File: src/rtl/hdlc_rx_pkg.sv
package hdlc_rx_pkg;
   // largest check sequence in bytes (32-bit variant)
   localparam int FCS_BYTES_MAX = 4;
   localparam int FCS16_BYTES   = 2;
   localparam int FCS32_BYTES   = 4;

   // reflected generator polynomials
   localparam logic [15:0] POLY16 = 16'h8408;
   localparam logic [31:0] POLY32 = 32'hEDB88320;

   // register contents after a clean frame plus its complemented check
   localparam logic [15:0] GOOD16 = 16'hF0B8;
   localparam logic [31:0] GOOD32 = 32'hDEBB20E3;

   // line pattern runs
   localparam int RUN_STUFF = 5;
   localparam int RUN_FLAG  = 6;

   // status byte layout
   localparam int ST_OK    = 0;
   localparam int ST_ABORT = 1;
   localparam int ST_RESID = 2;
endpackage

File: src/rtl/hdlc_rx_deframe.sv
module hdlc_rx_deframe
   import hdlc_rx_pkg::*;
(
   input  logic clk,
   input  logic rst_n,
   input  logic en,
   input  logic bit_vld,
   input  logic bit_in,
   output logic d_vld,
   output logic d_bit,
   output logic flag_ev,
   output logic abort_ev
);
   // bits that may still turn out to be the start of a flag
   localparam int DLY   = RUN_STUFF + 1;
   localparam int FIL_W = $clog2(DLY + 1);

   logic [2:0]       ones;
   logic             synced;
   logic [DLY-1:0]   dly;
   logic [FIL_W-1:0] fill;
   logic             six_ones;
   logic             push;

   always_comb begin
      flag_ev  = en & bit_vld & ~bit_in & (ones == 3'(RUN_FLAG));
      abort_ev = en & bit_vld &  bit_in & (ones == 3'(RUN_FLAG)) & synced;
      six_ones = bit_vld & bit_in & (ones == 3'(RUN_STUFF));
      push     = en & synced & bit_vld & (ones < 3'(RUN_STUFF));
      d_vld    = push & (fill == FIL_W'(DLY));
      d_bit    = dly[DLY-1];
   end

   always_ff @(posedge clk or negedge rst_n) begin
      if (!rst_n) begin
         ones   <= '0;
         synced <= 1'b0;
         dly    <= '0;
         fill   <= '0;
      end else if (!en) begin
         ones   <= '0;
         synced <= 1'b0;
         dly    <= '0;
         fill   <= '0;
      end else if (bit_vld) begin
         if (bit_in) begin
            if (ones != 3'd7) ones <= ones + 3'd1;
         end else begin
            ones <= '0;
         end
         if (flag_ev) begin
            synced <= 1'b1;
            fill   <= '0;
         end else if (abort_ev) begin
            synced <= 1'b0;
            fill   <= '0;
         end else if (six_ones) begin
            fill   <= '0;
         end else if (push) begin
            dly <= {dly[DLY-2:0], bit_in};
            if (fill != FIL_W'(DLY)) fill <= fill + FIL_W'(1);
         end
      end
   end
endmodule

File: src/rtl/hdlc_rx_fcs.sv
module hdlc_rx_fcs
   import hdlc_rx_pkg::*;
#(
   parameter int WIDE_EN = 1
)(
   input  logic clk,
   input  logic rst_n,
   input  logic load,
   input  logic step,
   input  logic bit_in,
   input  logic wide,
   input  logic preset_zero,
   output logic match
);
   generate
      if (WIDE_EN != 0) begin : g_w32
         logic [31:0] crc, crc_nx, preset;
         logic        fb;
         always_comb begin
            fb = crc[0] ^ bit_in;
            if (wide) crc_nx = {1'b0, crc[31:1]} ^ (fb ? POLY32 : 32'h0);
            else      crc_nx = {17'h0, crc[15:1]} ^ (fb ? {16'h0, POLY16} : 32'h0);
            if (preset_zero) preset = '0;
            else             preset = wide ? 32'hFFFF_FFFF : 32'h0000_FFFF;
            match = wide ? (crc == GOOD32) : (crc[15:0] == GOOD16);
         end
         always_ff @(posedge clk or negedge rst_n) begin
            if (!rst_n)    crc <= '0;
            else if (load) crc <= preset;
            else if (step) crc <= crc_nx;
         end
      end else begin : g_w16
         logic [15:0] crc, crc_nx;
         logic        fb;
         always_comb begin
            fb     = crc[0] ^ bit_in;
            crc_nx = {1'b0, crc[15:1]} ^ (fb ? POLY16 : 16'h0);
            match  = (crc == GOOD16);
         end
         always_ff @(posedge clk or negedge rst_n) begin
            if (!rst_n)    crc <= '0;
            else if (load) crc <= preset_zero ? 16'h0 : 16'hFFFF;
            else if (step) crc <= crc_nx;
         end
      end
   endgenerate
endmodule

File: src/rtl/hdlc_rx_frame.sv
module hdlc_rx_frame
   import hdlc_rx_pkg::*;
#(
   parameter int LEN_W = 12
)(
   input  logic             clk,
   input  logic             rst_n,
   input  logic             en,
   input  logic             wide,
   input  logic             keep_fcs,
   input  logic             msb_first,
   input  logic             d_vld,
   input  logic             d_bit,
   input  logic             flag_ev,
   input  logic             abort_ev,
   input  logic             crc_match,
   output logic             crc_load,
   output logic             crc_step,
   output logic             fifo_wr,
   output logic [7:0]       fifo_data,
   output logic             fifo_is_status,
   output logic [LEN_W-1:0] frame_len,
   output logic             frame_len_vld
);
   localparam int IDX_W = $clog2(FCS_BYTES_MAX);
   localparam int CNT_W = $clog2(FCS_BYTES_MAX + 1);

   logic             in_frame;
   logic [2:0]       bitc;
   logic [7:0]       sh, sh_nx;
   logic [7:0]       hold   [FCS_BYTES_MAX];
   logic [7:0]       fl_buf [FCS_BYTES_MAX];
   logic [CNT_W-1:0] fl_left;
   logic [IDX_W-1:0] fl_idx, old_idx;
   logic [LEN_W-1:0] byte_cnt, nfcs, len_q;
   logic             st_pend;
   logic [7:0]       st_byte;
   logic             byte_done, long_enough, resid;

   always_comb begin
      nfcs        = wide ? LEN_W'(FCS32_BYTES) : LEN_W'(FCS16_BYTES);
      old_idx     = wide ? IDX_W'(FCS32_BYTES - 1) : IDX_W'(FCS16_BYTES - 1);
      fl_idx      = fl_left[IDX_W-1:0] - IDX_W'(1);
      sh_nx       = msb_first ? {sh[6:0], d_bit} : {d_bit, sh[7:1]};
      byte_done   = in_frame & d_vld & (bitc == 3'd7);
      long_enough = byte_cnt > nfcs;
      resid       = (bitc != 3'd0);
      crc_load    = flag_ev | ~en;
      crc_step    = in_frame & d_vld;
   end

   always_ff @(posedge clk or negedge rst_n) begin
      if (!rst_n) begin
         in_frame <= 1'b0;   bitc <= '0;      sh <= '0;
         byte_cnt <= '0;     fl_left <= '0;   st_pend <= 1'b0;
         st_byte <= '0;      len_q <= '0;     fifo_wr <= 1'b0;
         fifo_data <= '0;    fifo_is_status <= 1'b0;
         frame_len <= '0;    frame_len_vld <= 1'b0;
         for (int k = 0; k < FCS_BYTES_MAX; k++) begin
            hold[k]   <= '0;
            fl_buf[k] <= '0;
         end
      end else if (!en) begin
         in_frame <= 1'b0;   bitc <= '0;      sh <= '0;
         byte_cnt <= '0;     fl_left <= '0;   st_pend <= 1'b0;
         st_byte <= '0;      len_q <= '0;     fifo_wr <= 1'b0;
         fifo_data <= '0;    fifo_is_status <= 1'b0;
         frame_len <= '0;    frame_len_vld <= 1'b0;
         for (int k = 0; k < FCS_BYTES_MAX; k++) begin
            hold[k]   <= '0;
            fl_buf[k] <= '0;
         end
      end else begin
         fifo_wr        <= 1'b0;
         fifo_is_status <= 1'b0;
         frame_len_vld  <= 1'b0;

         // output sequencer: held check bytes, then status, else payload
         if (fl_left != '0) begin
            fifo_wr   <= 1'b1;
            fifo_data <= fl_buf[fl_idx];
            fl_left   <= fl_left - CNT_W'(1);
         end else if (st_pend) begin
            fifo_wr        <= 1'b1;
            fifo_is_status <= 1'b1;
            fifo_data      <= st_byte;
            frame_len      <= len_q;
            frame_len_vld  <= 1'b1;
            st_pend        <= 1'b0;
         end else if (byte_done && byte_cnt >= nfcs) begin
            fifo_wr   <= 1'b1;
            fifo_data <= hold[old_idx];
         end

         // bit and byte assembly
         if (in_frame && d_vld) begin
            bitc <= bitc + 3'd1;
            sh   <= sh_nx;
            if (bitc == 3'd7) begin
               hold[0] <= sh_nx;
               for (int k = 1; k < FCS_BYTES_MAX; k++) hold[k] <= hold[k-1];
               if (byte_cnt != '1) byte_cnt <= byte_cnt + LEN_W'(1);
            end
         end

         // frame boundaries
         if (flag_ev) begin
            if (in_frame && long_enough) begin
               for (int k = 0; k < FCS_BYTES_MAX; k++) fl_buf[k] <= hold[k];
               fl_left <= keep_fcs ? CNT_W'(nfcs) : '0;
               st_pend <= 1'b1;
               st_byte <= '0;
               st_byte[ST_OK]    <= crc_match & ~resid;
               st_byte[ST_RESID] <= resid;
               len_q   <= keep_fcs ? byte_cnt : byte_cnt - nfcs;
            end
            in_frame <= 1'b1;
            bitc     <= '0;
            sh       <= '0;
            byte_cnt <= '0;
         end else if (abort_ev && in_frame) begin
            if (long_enough) begin
               st_pend <= 1'b1;
               st_byte <= '0;
               st_byte[ST_ABORT] <= 1'b1;
               len_q   <= byte_cnt - nfcs;
               fl_left <= '0;
            end
            in_frame <= 1'b0;
            bitc     <= '0;
            sh       <= '0;
            byte_cnt <= '0;
         end
      end
   end
endmodule

File: src/rtl/hdlc_rx_core.sv
module hdlc_rx_core #(
   parameter int LEN_W    = 12,
   parameter int CRC32_EN = 1
)(
   input  logic             clk,
   input  logic             rst_n,
   input  logic             rx_enable,
   input  logic             rx_bit,
   input  logic             rx_bit_vld,
   input  logic             cfg_crc32,
   input  logic             cfg_preset_zero,
   input  logic             cfg_keep_fcs,
   input  logic             cfg_msb_first,
   output logic             fifo_wr,
   output logic [7:0]       fifo_data,
   output logic             fifo_is_status,
   output logic [LEN_W-1:0] frame_len,
   output logic             frame_len_vld
);
   generate
      if (LEN_W < 8 || LEN_W > 24) begin : g_len_bad
         $error("hdlc_rx_core: LEN_W must lie in 8..24");
      end
      if (CRC32_EN != 0 && CRC32_EN != 1) begin : g_crc_bad
         $error("hdlc_rx_core: CRC32_EN must be 0 or 1");
      end
   endgenerate

   logic wide;
   logic d_vld, d_bit, flag_ev, abort_ev;
   logic crc_load, crc_step, crc_match;

   generate
      if (CRC32_EN != 0) begin : g_sel32
         assign wide = cfg_crc32;
      end else begin : g_sel16
         assign wide = 1'b0;
      end
   endgenerate

   hdlc_rx_deframe i_deframe (
      .clk      (clk),
      .rst_n    (rst_n),
      .en       (rx_enable),
      .bit_vld  (rx_bit_vld),
      .bit_in   (rx_bit),
      .d_vld    (d_vld),
      .d_bit    (d_bit),
      .flag_ev  (flag_ev),
      .abort_ev (abort_ev)
   );

   hdlc_rx_fcs #(.WIDE_EN(CRC32_EN)) i_fcs (
      .clk         (clk),
      .rst_n       (rst_n),
      .load        (crc_load),
      .step        (crc_step),
      .bit_in      (d_bit),
      .wide        (wide),
      .preset_zero (cfg_preset_zero),
      .match       (crc_match)
   );

   hdlc_rx_frame #(.LEN_W(LEN_W)) i_frame (
      .clk            (clk),
      .rst_n          (rst_n),
      .en             (rx_enable),
      .wide           (wide),
      .keep_fcs       (cfg_keep_fcs),
      .msb_first      (cfg_msb_first),
      .d_vld          (d_vld),
      .d_bit          (d_bit),
      .flag_ev        (flag_ev),
      .abort_ev       (abort_ev),
      .crc_match      (crc_match),
      .crc_load       (crc_load),
      .crc_step       (crc_step),
      .fifo_wr        (fifo_wr),
      .fifo_data      (fifo_data),
      .fifo_is_status (fifo_is_status),
      .frame_len      (frame_len),
      .frame_len_vld  (frame_len_vld)
   );
endmodule

File: config.mk
export PLATFORM = sky130hd
export DESIGN_NAME = hdlc_rx_core
export DESIGN_NICKNAME = d
export VERILOG_FILES = /design/src/rtl/hdlc_rx_pkg.sv /design/src/rtl/hdlc_rx_deframe.sv /design/src/rtl/hdlc_rx_fcs.sv /design/src/rtl/hdlc_rx_frame.sv /design/src/rtl/hdlc_rx_core.sv
export SDC_FILE = /design/constraint.sdc
export NUM_CORES = 1
export LEC_CHECK = 0
export ABC_AREA = 1
export BUFFER_PORTS_ARGS = -buffer_cell sky130_fd_sc_hd__buf_4
export CORE_MARGIN = 2
export CORE_UTILIZATION = 40
export DETAILED_ROUTE_END_ITERATION = 8
export GPL_ROUTABILITY_DRIVEN = 1
export GPL_TIMING_DRIVEN = 0
export SYNTH_ARGS = -nofsm -noshare
export SYNTH_HDL_FRONTEND = slang
export SYNTH_HIERARCHICAL = 1
export SYNTH_SLANG_ARGS = --single-unit
File: constraint.sdc
create_clock -name clk -period 3.1 [get_ports clk]
set_input_delay 0.155 -clock clk [delete_from_list [all_inputs] [get_ports clk]]
set_output_delay 0.155 -clock clk [all_outputs]
set_load 0.005 [all_outputs]
# [Word level (Yosys, flattened, before mapping)]
# Index checks and enable logic that the tools add are counted.
[op_classes] addsub=7 n_reduce_logical=16 mux=99 magnitude_cmp=5 bitwise_logic=24 n_eq_ne=31
[ops] cell="32-bit two-way mux" count=12
[ops] cell="12-bit two-way mux" count=15
[ops] cell="8-bit two-way mux" count=18
[ops] cell="3-bit two-way mux" count=23
[ops] cell="6-bit two-way mux" count=6
[ops] cell="8-bit binary-select mux with 2-bit select" count=2
[ops] cell="32-bit == test, second input constant" count=1
[ops] cell="15-bit by 32-bit bitwise XOR with 32-bit output" count=1
[ops] cell="31-bit by 32-bit bitwise XOR with 32-bit output" count=1
[ops] cell="1-bit two-way mux" count=21
[ops] cell="16-bit == test, second input constant" count=1
[ops] cell="16-bit two-way mux" count=1
[ops] cell="4-bit by 1-bit != test with 1-bit output, second input constant" count=4
[ops] cell="1-bit bitwise AND" count=15
[ops] cell="2-bit by 1-bit != test with 1-bit output, second input constant" count=7
[ops] cell="12-bit by 1-bit adder with 12-bit output, second input constant" count=1
[ops] cell="3-bit == test, second input constant" count=4
[ops] cell="12-bit >= comparator" count=1
[ops] cell="12-bit greater-than comparator" count=1
[ops] cell="12-bit != test, second input constant" count=1
[ops] cell="12-bit subtractor" count=1
[ops] cell="5-bit by 1-bit != test with 1-bit output, second input constant" count=2
[ops] cell="2-bit AND reduction" count=5
[ops] cell="3-bit by 1-bit adder with 3-bit output, second input constant" count=3
[ops] cell="other kinds (18)" count=35
[word_totals] output_inout_bits=23 word_cells=207 ff_bits=179

# [Depth between registers and ports, before layout]
# Gate-level depths: netlist of run 1.
[depth] depth_word=11 mapped_depth=14 ltp_nobuf=13

# [Cells and area by module]
# Netlist of run 1, hierarchy kept.
[by_module_without_submodules] module="hdlc_rx_frame" cells_per_inst=853 instances=1 area_per_inst_um2=6578.8 seq_area_each_um2=3228.1
[by_module_without_submodules] module="hdlc_rx_fcs" cells_per_inst=219 instances=1 area_per_inst_um2=1742.9 seq_area_each_um2=800.8
[by_module_without_submodules] module="hdlc_rx_deframe" cells_per_inst=102 instances=1 area_per_inst_um2=852.1 seq_area_each_um2=325.3

# [Worst setup path after synthesis of run 1]
# OpenSTA, ideal clock, no wires.
[synth_path] path_kind="reg-to-reg" start="register i_frame.fl_left[0]" end="register i_frame.fifo_data[7]" stages_incl_launch_ff=13 required_ps=2982 slack_ps=1051 path_buffers=2 arrival_time_ps=1931 setup_ps=118 path_cell_list="dfrtp_1 -> clkbuf_1 -> inv_1 -> ha_1 -> nand2_1 -> inv_1 -> nand2_1 -> inv_1 -> buf_2 -> nand2_1 -> nand3_1 -> nand3_1 -> nand2_1"
[synth_via] elab_chain_len=7 elab_cells_between_ends=9 classes_between="add/sub (1); eq/ne (1); mux (5); bitwise (1); reduce/logical (1)"
[synth_rtl] element="start, declared" line_no="hdlc_rx_frame.sv:33" rtl="logic [CNT_W-1:0] fl_left;"
[synth_rtl] element="start signal, assigned" line_no="hdlc_rx_frame.sv:82" rtl="fl_left <= fl_left - CNT_W'(1);"
[synth_rtl] element="start signal, assigned" line_no="hdlc_rx_frame.sv:110" rtl="fl_left <= keep_fcs ? CNT_W'(nfcs) : '0;"
[synth_rtl] element="2-bit by 1-bit subtractor with 2-bit output" line_no="hdlc_rx_frame.sv:43" rtl="fl_idx = fl_left[IDX_W-1:0] - IDX_W'(1);"
[synth_rtl] element="2-bit NOT with 3-bit output (implied by the code)" line_no="hdlc_rx_frame.sv:81" rtl="fifo_data <= fl_buf[fl_idx];"
[synth_rtl] element="8-bit binary-select mux with 2-bit select" line_no="hdlc_rx_frame.sv:81"
[synth_rtl] element="8-bit two-way mux (implied by the code) (2 in series)" line_no="hdlc_rx_frame.sv:81"
[synth_rtl] element="8-bit two-way mux" line_no="hdlc_rx_frame.sv:79" rtl="if (fl_left != '0) begin"
[synth_rtl] element="8-bit two-way mux" line_no="hdlc_rx_frame.sv:63" rtl="end else if (!en) begin"
[synth_rtl] element="end signal, assigned" line_no="hdlc_rx_frame.sv:81"
[synth_rtl] element="end signal, assigned" line_no="hdlc_rx_frame.sv:86" rtl="fifo_data <= st_byte;"
[synth_rtl] element="end signal, assigned" line_no="hdlc_rx_frame.sv:92" rtl="fifo_data <= hold[old_idx];"
[synth_rtl] element="end, declared" line_no="hdlc_rx_frame.sv:20" rtl="output logic [7:0] fifo_data,"
# Several ways; a longest one is shown, not always the timed one. The select of a mux whose other input is x is not followed.
# A chain may end at the register's enable or synchronous reset.

# [Final worst setup path of run 1]
# Ends and elaborated chain as after synthesis.

==> results.ini, run 1 <==
[run_status]
outcome = finished, final reports clean

[yosys]
synth-main-ff-cell = dfrtp_1
synth_top_area_frac = 0.475
synth_top_cells_by_count = nand2_1, dfrtp_1, inv_1
synthCells = 1174
synth-seq-area-share = 0.475
synth_edf_count = 0
yosysTopAreaCell = dfrtp_1
async_reset_ff_frac = 1.00
synth_area_leaders = dfrtp_1, nand2_1, inv_1
synth_seq_cells = 174
yosys.cell_count.top_type = nand2_1
ys_warn_count = 6
syn_nets = 1199
syn_area_um2 = 9170
synthDistinctLibCells = 40
syn_avg_cell_area_um2 = 7.81

[global_routing]
grt_pass1_vias = 7382
grt-ovfl-total = 0
grt_pass1_wl_um = 37300
grt_util_all_layers = 0.192
grt_max_degree = 113
antenna_found_initial = 0

[finish]
nNetsFinal = 1251
area_delta_synth_final_pct = 13.1
diodes = 0
post_route_cells_drive_above_1_share = 0.115
fin_util = 0.460
final_area_um2 = 10400

[worst_setup_path]
cp_max_fo = 10
path_class = flip-flop to flip-flop
crit_chain = clkbuf_1 > inv_1 > ha_1 > nand2_1 > inv_1 > nand2_1 > inv_1 > buf_2 > nand2_1 > nand3_1 > nand3_1 > nand2_1
critPathCaptureType = flip-flop
crit_top_cell = nand2_1
start_kind = flip-flop
ff2ff_setup_slack_ns = 0.46
crit_arrival_ns = 2.96
cp_slowest_cell = dfrtp_1
crit_required_ns = 3.42
max_stage_delay_ns = 0.36

[drt]
via_per_inst = 4.99
drtIter0Drc = 566
wire_per_inst_um = 14.3
drt-total-wl_um = 21800
drtPass1Iterations = 6
dr_total_vias = 7601
drcViolationCount = 0
ant_nets = 0

[timing]
hold_viol = 0
final.min_clock_period_ns = 2.64
slew_viol_final = 0
skew_ns = 0.0121
setup_viol = 0
max_freq_mhz = 379
grt_setup_unrepaired = false
max_slew_margin = 0.567
tightest_slew_ns = 0.649
setup_tns_ns = 0
min_period_over_period = 0.851

[power]
leakagePower_uw = 0.00526
peakVddDrop_v = 0.000331
clkPwrFrac = 0.421
p_sw_uw = 1340
power_density_nw_per_um2 = 480
seq_power_share = 0.480
p_comb_frac = 0.099
power.internal_uw = 3640
switching_share = 0.270

[die]
die_area_um2 = 24200
initial_core_util = 0.406
coreArea_um2 = 22600
row_count = 55
die_y_um = 155
io_pins = 32
fp.dieW_um = 155

[place]
gp_congestion = 0.833
port_buffers = 31
place_area_um2 = 9800
hpwl_um = 15900

[clock_tree]
htree_levels = 4
clock_path_buffers = 2
cts-buffers-inserted = 17
clk_pin_slew_ns = 0.07
clock_latency_ns = 0.43
cts_tree = done
cts_resized = 0
cts_root_buffer = clkbuf_16
cts_sinks = 174

[min_path]
hold_class = primary input to flip-flop

[flow_run]
maxCapViolCount = 0

## path summary, 6_finish.rpt
kind | cells after the start | to | startpoint
max | 12 | i_frame/fifo_data[7] | i_frame/fl_left[0]
min in group asynchronous | 2 | i_deframe/dly[3] | rst_n
min | 3 | i_frame/fl_left[2] | cfg_keep_fcs
max reg2reg | 12 | i_frame/fifo_data[7] | i_frame/fl_left[0]
min reg2reg | 2 | i_frame/len_q[4] | i_frame/len_q[4]
max in group asynchronous | 3 | i_frame/st_byte[0] | rst_n
## worst max-delay path, delay by kind of cell, from the launching register on
kind | cells | cell delay [ns]
buffers and inverters | 5 | 1.06
adder cells (fa/ha/maj) | 1 | 0.27
AND/OR/NAND/NOR | 6 | 0.83
flip-flops | 1 | 0.36
## repair_timing
action	4_1_cts	5_1_grt
buffers inserted	0	0
endpoints found under the hold margin	62	0
hold buffers	1	0
## kinds of logic after synthesis
family / share of synthesized area
AOI/OAI and AO/OA: 0.121
xor gates and xnor gates: 0.00382
adders and majority gates: 0.0226
buffers and inverters: 0.0911
DFF: 0.475
muxes: 0.00436
and+or+nand+nor: 0.283
## cell type report
| type | instances | area [µm²] |
|---|---|---|
| buffer | 53 | 275 |
| tap | 285 | 357 |
| clock inverter | 12 | 124 |
| timing repair buffer | 33 | 278 |
| sequential | 174 | 4350 |
| clock buffer | 20 | 447 |
| inverter | 148 | 561 |
| multi-input combinational | 799 | 3980 |
| fill | 2256 | 12200 |
## registers in the layout (all words and copies together) (netlist names), 3 cells and up
signal             count
i_deframe/ones         3
i_frame/fl_buf        32
i_frame/sh             8
i_frame/fl_left        3
i_frame/bitc           3
i_frame/fifo_data      8
i_deframe/dly          6
i_frame/st_byte        3
i_frame/len_q         12
i_deframe/fill         3
i_frame/frame_len     12
i_frame/byte_cnt      12
i_frame/hold          32
i_fcs/g_w32.crc       32
## cell usage in the layout, fill, tap and decap left out, drive strengths merged, types with 9 or more instances in the layout
| cell | synthesis | layout |
|---|---|---|
| a21oi | 53 | 53 |
| buf | 33 | 65 |
| clkbuf | 20 | 40 |
| dfrtp | 174 | 174 |
| ha | 15 | 15 |
| inv | 145 | 152 |
| nand2 | 373 | 373 |
| nand3 | 93 | 93 |
| nand4 | 26 | 26 |
| nor2 | 88 | 88 |
| nor3 | 9 | 9 |
| o211ai | 14 | 14 |
| o21ai | 90 | 90 |
## power groups by stage
stage / registers (µW) / clock network (µW) / logic (µW)
global route: 2400 / 2260 / 562
CTS: 2390 / 2150 / 502
floorplan: 2420 / 0 / 322
global placement: 2430 / 0 / 489
finish: 2390 / 2100 / 494
detailed placement: 2430 / 0 / 500
## per-stage QoR
step | hold slack, ns | worst slack [ns] | cells | total power [µW]
global placement | 0.454 | 0.489 | 1490 | 2920
CTS | 0.00921 | 0.449 | 1524 | 5050
floorplan | -0.141 | 1.05 | 1174 | 2750
finish | 0.0435 | 0.463 | 1524 | 4980
global route | 0.0414 | 0.148 | 1524 | 5220
detailed placement | 0.145 | 0.464 | 1491 | 2930
## routing by layer
metal / up-vias / track usage / share of wire
li1: 3887 / - / -
met1: 3547 / 0.269 / 0.48
met2: 146 / 0.307 / 0.46
met3: 21 / 0.0337 / 0.041
met4: 0 / 0.0559 / 0.013
met5: - / 0 / 0
(Power assumes the default switching activity.)
==> inputs of run 2 (changes only) <==
- ABC_AREA: 1 -> not set
- RECOVER_POWER: not set -> 100
==> run 2 against run 1 <==
Global-route usage shrank 0.33 points. Sequential share of layout area rose by 2.3 points. Synthesized area fell by 5.7%. Die area down 5.6%. Combinational power grew 50%. Utilization rose by 0.67 points. Critical path type is now primary input to flip-flop. Highest routed layer unchanged.
==> results.ini, run 2 <==
[run_status]
outcome = finished, final reports clean

[power]
p_sw_uw = 1400  ; +4.4%
power_density_nw_per_um2 = 554  ; +15%
power.internal_uw = 4050  ; +11%
p_comb_frac = 0.135  ; +0.036
seq_power_share = 0.448  ; -0.032
switching_share = 0.257  ; -0.0123
peakVddDrop_v = 0.000318  ; -4.1%
clkPwrFrac = 0.417  ; -0.004
leakagePower_uw = 0.00413  ; -22%

[worst_setup_path]
start_kind = primary input
cp_max_fo = 10  ; unchanged
crit_arrival_ns = 3.24  ; +0.28 ns
critPathCaptureType = flip-flop
path_class = primary input to flip-flop
crit_required_ns = 3.44  ; +0.02 ns

[clock_tree]
clock_latency_ns = 0.42  ; about the same
cts_sinks = 174  ; unchanged
cts_tree = done
clock_path_buffers = 2  ; unchanged
cts-buffers-inserted = 17  ; unchanged
htree_levels = 4  ; unchanged
cts_root_buffer = clkbuf_16
clk_pin_slew_ns = 0.06  ; about the same

[yosys]
syn_area_um2 = 8650  ; -5.7%
syn_nets = 957  ; -20%
synth_top_cells_by_count = dfrtp_1, nand2_1, a21oi_1
synthAdderAreaFrac = 0.0240  ; +0.00138
synthMuxAreaShare = 0.0433  ; +0.0389
ys_warn_count = 6  ; unchanged
synth_top_area_frac = 0.504  ; +0.0289
synth_top_family_by_area = simple AND/OR/NAND/NOR gates
yosysTopAreaCell = dfrtp_1
synthDistinctLibCells = 62  ; +55%
syn_avg_cell_area_um2 = 9.28  ; +19%
synthSimpleGateAreaFrac = 0.200  ; -0.0825
async_reset_ff_frac = 1.00  ; unchanged
synth_edf_count = 0  ; unchanged
synth_compound_area_frac = 0.148  ; +0.0270
synth_area_leaders = dfrtp_1, nand2_1, a21oi_1
synthCells = 932  ; -21%
synth-seq-area-share = 0.504  ; +0.0289
synth_xor_area_frac = 0.0365  ; +0.0326
synth_seq_cells = 174  ; unchanged
synth-main-ff-cell = dfrtp_1
yosys.cell_count.top_type = dfrtp_1

[die]
coreArea_um2 = 21100  ; -6.6%
row_count = 53  ; -3.6%
die_y_um = 151  ; -2.8%
fp.dieW_um = 151  ; -2.8%
initial_core_util = 0.410  ; +0.00362
io_pins = 32  ; unchanged
die_area_um2 = 22800  ; -5.6%

[timing]
tightest_slew_ns = 1.44  ; +0.787 ns
skew_ns = 0.00966  ; -0.00247 ns
max_slew_margin = 0.0428  ; -0.525
hold_viol = 0  ; unchanged
max_freq_mhz = 345  ; -9.2%
grt_setup_unrepaired = false
min_period_over_period = 0.936  ; +0.0857
slew_viol_final = 0  ; unchanged
final.min_clock_period_ns = 2.90  ; +0.266 ns
setup_viol = 0  ; unchanged
hold_ws_ns = 0.0232  ; -0.0204 ns

[finish]
area_delta_synth_final_pct = 13.8
layout_commonest_cell = dfrtp_1
final_cell_mix = dfrtp_1, nand2_1, a21oi_1, nor2_1, o21ai_0
diodes = 0  ; unchanged
reg.largest.list = i_fcs/g_w32.crc: 32 flops, i_frame/fl_buf: 32 flops, i_frame/hold: 32 flops
nNetsFinal = 1006  ; -20%
final_cells = 1269  ; -17%
fillers = 2077  ; -7.9%
post_route_cells_drive_above_1_share = 0.0845  ; -0.0309

[place]
hpwl_um = 14300  ; -10%
port_buffers = 29  ; -6.5%
dp_cells = 1237  ; -17%
gp_congestion = 0.832  ; -0.20%

[global_routing]
antenna_found_initial = 0  ; unchanged
grt_util_all_layers = 0.189  ; -0.00332
grt_pass1_wl_um = 34100  ; -8.5%
grt_max_degree = 119  ; +5.3%
grt_pass1_vias = 6523  ; -12%
grt-ovfl-total = 0  ; unchanged

[drt]
drtPass1Iterations = 5  ; -1
drcViolationCount = 0  ; unchanged
ant_nets = 0  ; unchanged
wire_per_inst_um = 15.8  ; +10%
drtIter0Drc = 382  ; -33%
dr_total_vias = 6641  ; -13%
drt-total-wl_um = 20000  ; -8.2%
via_per_inst = 5.23  ; +4.9%

[min_path]
hold_class = primary input to flip-flop

[flow_run]
maxCapViolCount = 0  ; unchanged

[run 2: cell count changes in the layout (fill, tap and decap cells not counted), moves of 12 or more]
cell,before,now
nand2_1,356,163
inv_1,133,18
nand3_1,91,49
buf_4,40,5
clkbuf_1,22,57
a211oi_1,7,31
a21oi_1,50,74
o21ai_1,25,1
xnor2_1,1,25
clkbuf_4,0,22
mux2i_1,4,25
nand4_1,26,8
and2_1,0,14
inv_2,12,0
[run 2: stage by stage]
step / cell area (µm²) / total power [µW] / setup TNS (ns) / utilization / setup WS (ns)
2_1_floorplan: 8650 / 2970 / 0 / - / 0.561
3_3_place_gp: 9210 / 3240 / -0.0297 / 0.437 / -0.0297
3_5_place_dp: 9240 / 3250 / -0.455 / 0.438 / -0.113
4_1_cts: 9890 / 5540 / 0 / 0.469 / 0.0252
5_1_grt: 9840 / 5720 / 0 / 0.467 / 0.00434
6_report: 9840 / 5450 / 0 / 0.467 / 0.198
[run 2: timing repair]
action | in CTS | in global routing
pin swaps | 0 | 0
setup endpoints to repair | 10 | 45
buffers inserted | 0 | 0
hold buffers | 2 | 0
hold endpoints to repair | 57 | 0
gates resized for setup | 0 | 5
[run 2: power by group through the flow]
stage	registers (µW)	clock network (µW)	logic, µW
after floorplan	2470	0	504
after global placement	2480	0	756
after detailed placement	2480	0	772
after CTS	2440	2330	775
after global routing	2450	2430	843
final	2440	2270	739
[run 2: final timing paths]
kind	start	to	slack [ns]	depth (start not counted)
max in group asynchronous	rst_n	i_fcs/g_w32.crc[5]	0.78	3
setup reg to reg	i_frame/byte_cnt[7]	i_frame/fl_buf[4]	0.21	8
min in group asynchronous	rst_n	i_frame/fifo_data[3]	0.60	2
hold / removal	rx_enable	i_deframe/dly[4]	0.02	3
hold reg to reg	i_frame/fl_buf[21]	i_frame/fl_buf[21]	0.51	2
setup / recovery	cfg_crc32	i_frame/st_byte[0]	0.20	9
[run 2: metal layers]
metal | track usage | vias to the layer above | share of wire
li1 | - | 3316 | -
met1 | 0.269 | 3186 | 0.49
met2 | 0.296 | 124 | 0.46
met3 | 0.0434 | 15 | 0.040
met4 | 0.0407 | 0 | 0.0096
met5 | 0 | - | 0
[run 2: cell families after synthesis]
| family | after synthesis |
|---|---|
| and+or+nand+nor | 373 |
| AOI/OAI and AO/OA | 211 |
| DFF | 174 |
| buffers and inverters | 89 |
| xor gates and xnor gates | 36 |
| muxes | 33 |
| adders and majority gates | 16 |
[run 2: final cells by class]
class | instances | area (µm²) | share of cell area
Buffer | 69 | 299 | 0.0304
Clock buffer | 23 | 468 | 0.0476
Multi-Input combinational cell | 669 | 3910 | 0.397
Clock inverter | 9 | 158 | 0.0160
Sequential cell | 174 | 4350 | 0.443
Inverter | 18 | 67.6 | 0.00687
Timing Repair Buffer | 32 | 240 | 0.0244
Tap cell | 275 | 344 | 0.0350
[run 2: worst max-delay path, cell delays in order]
cell and delay, ns:
clkbuf_2 0.23, clkbuf_1 0.55, inv_1 0.23, ha_1 0.37, nor2b_1 0.18, a2bb2oi_1 0.33
o221ai_1 0.43, or4_1 0.60, a21oi_1 0.16
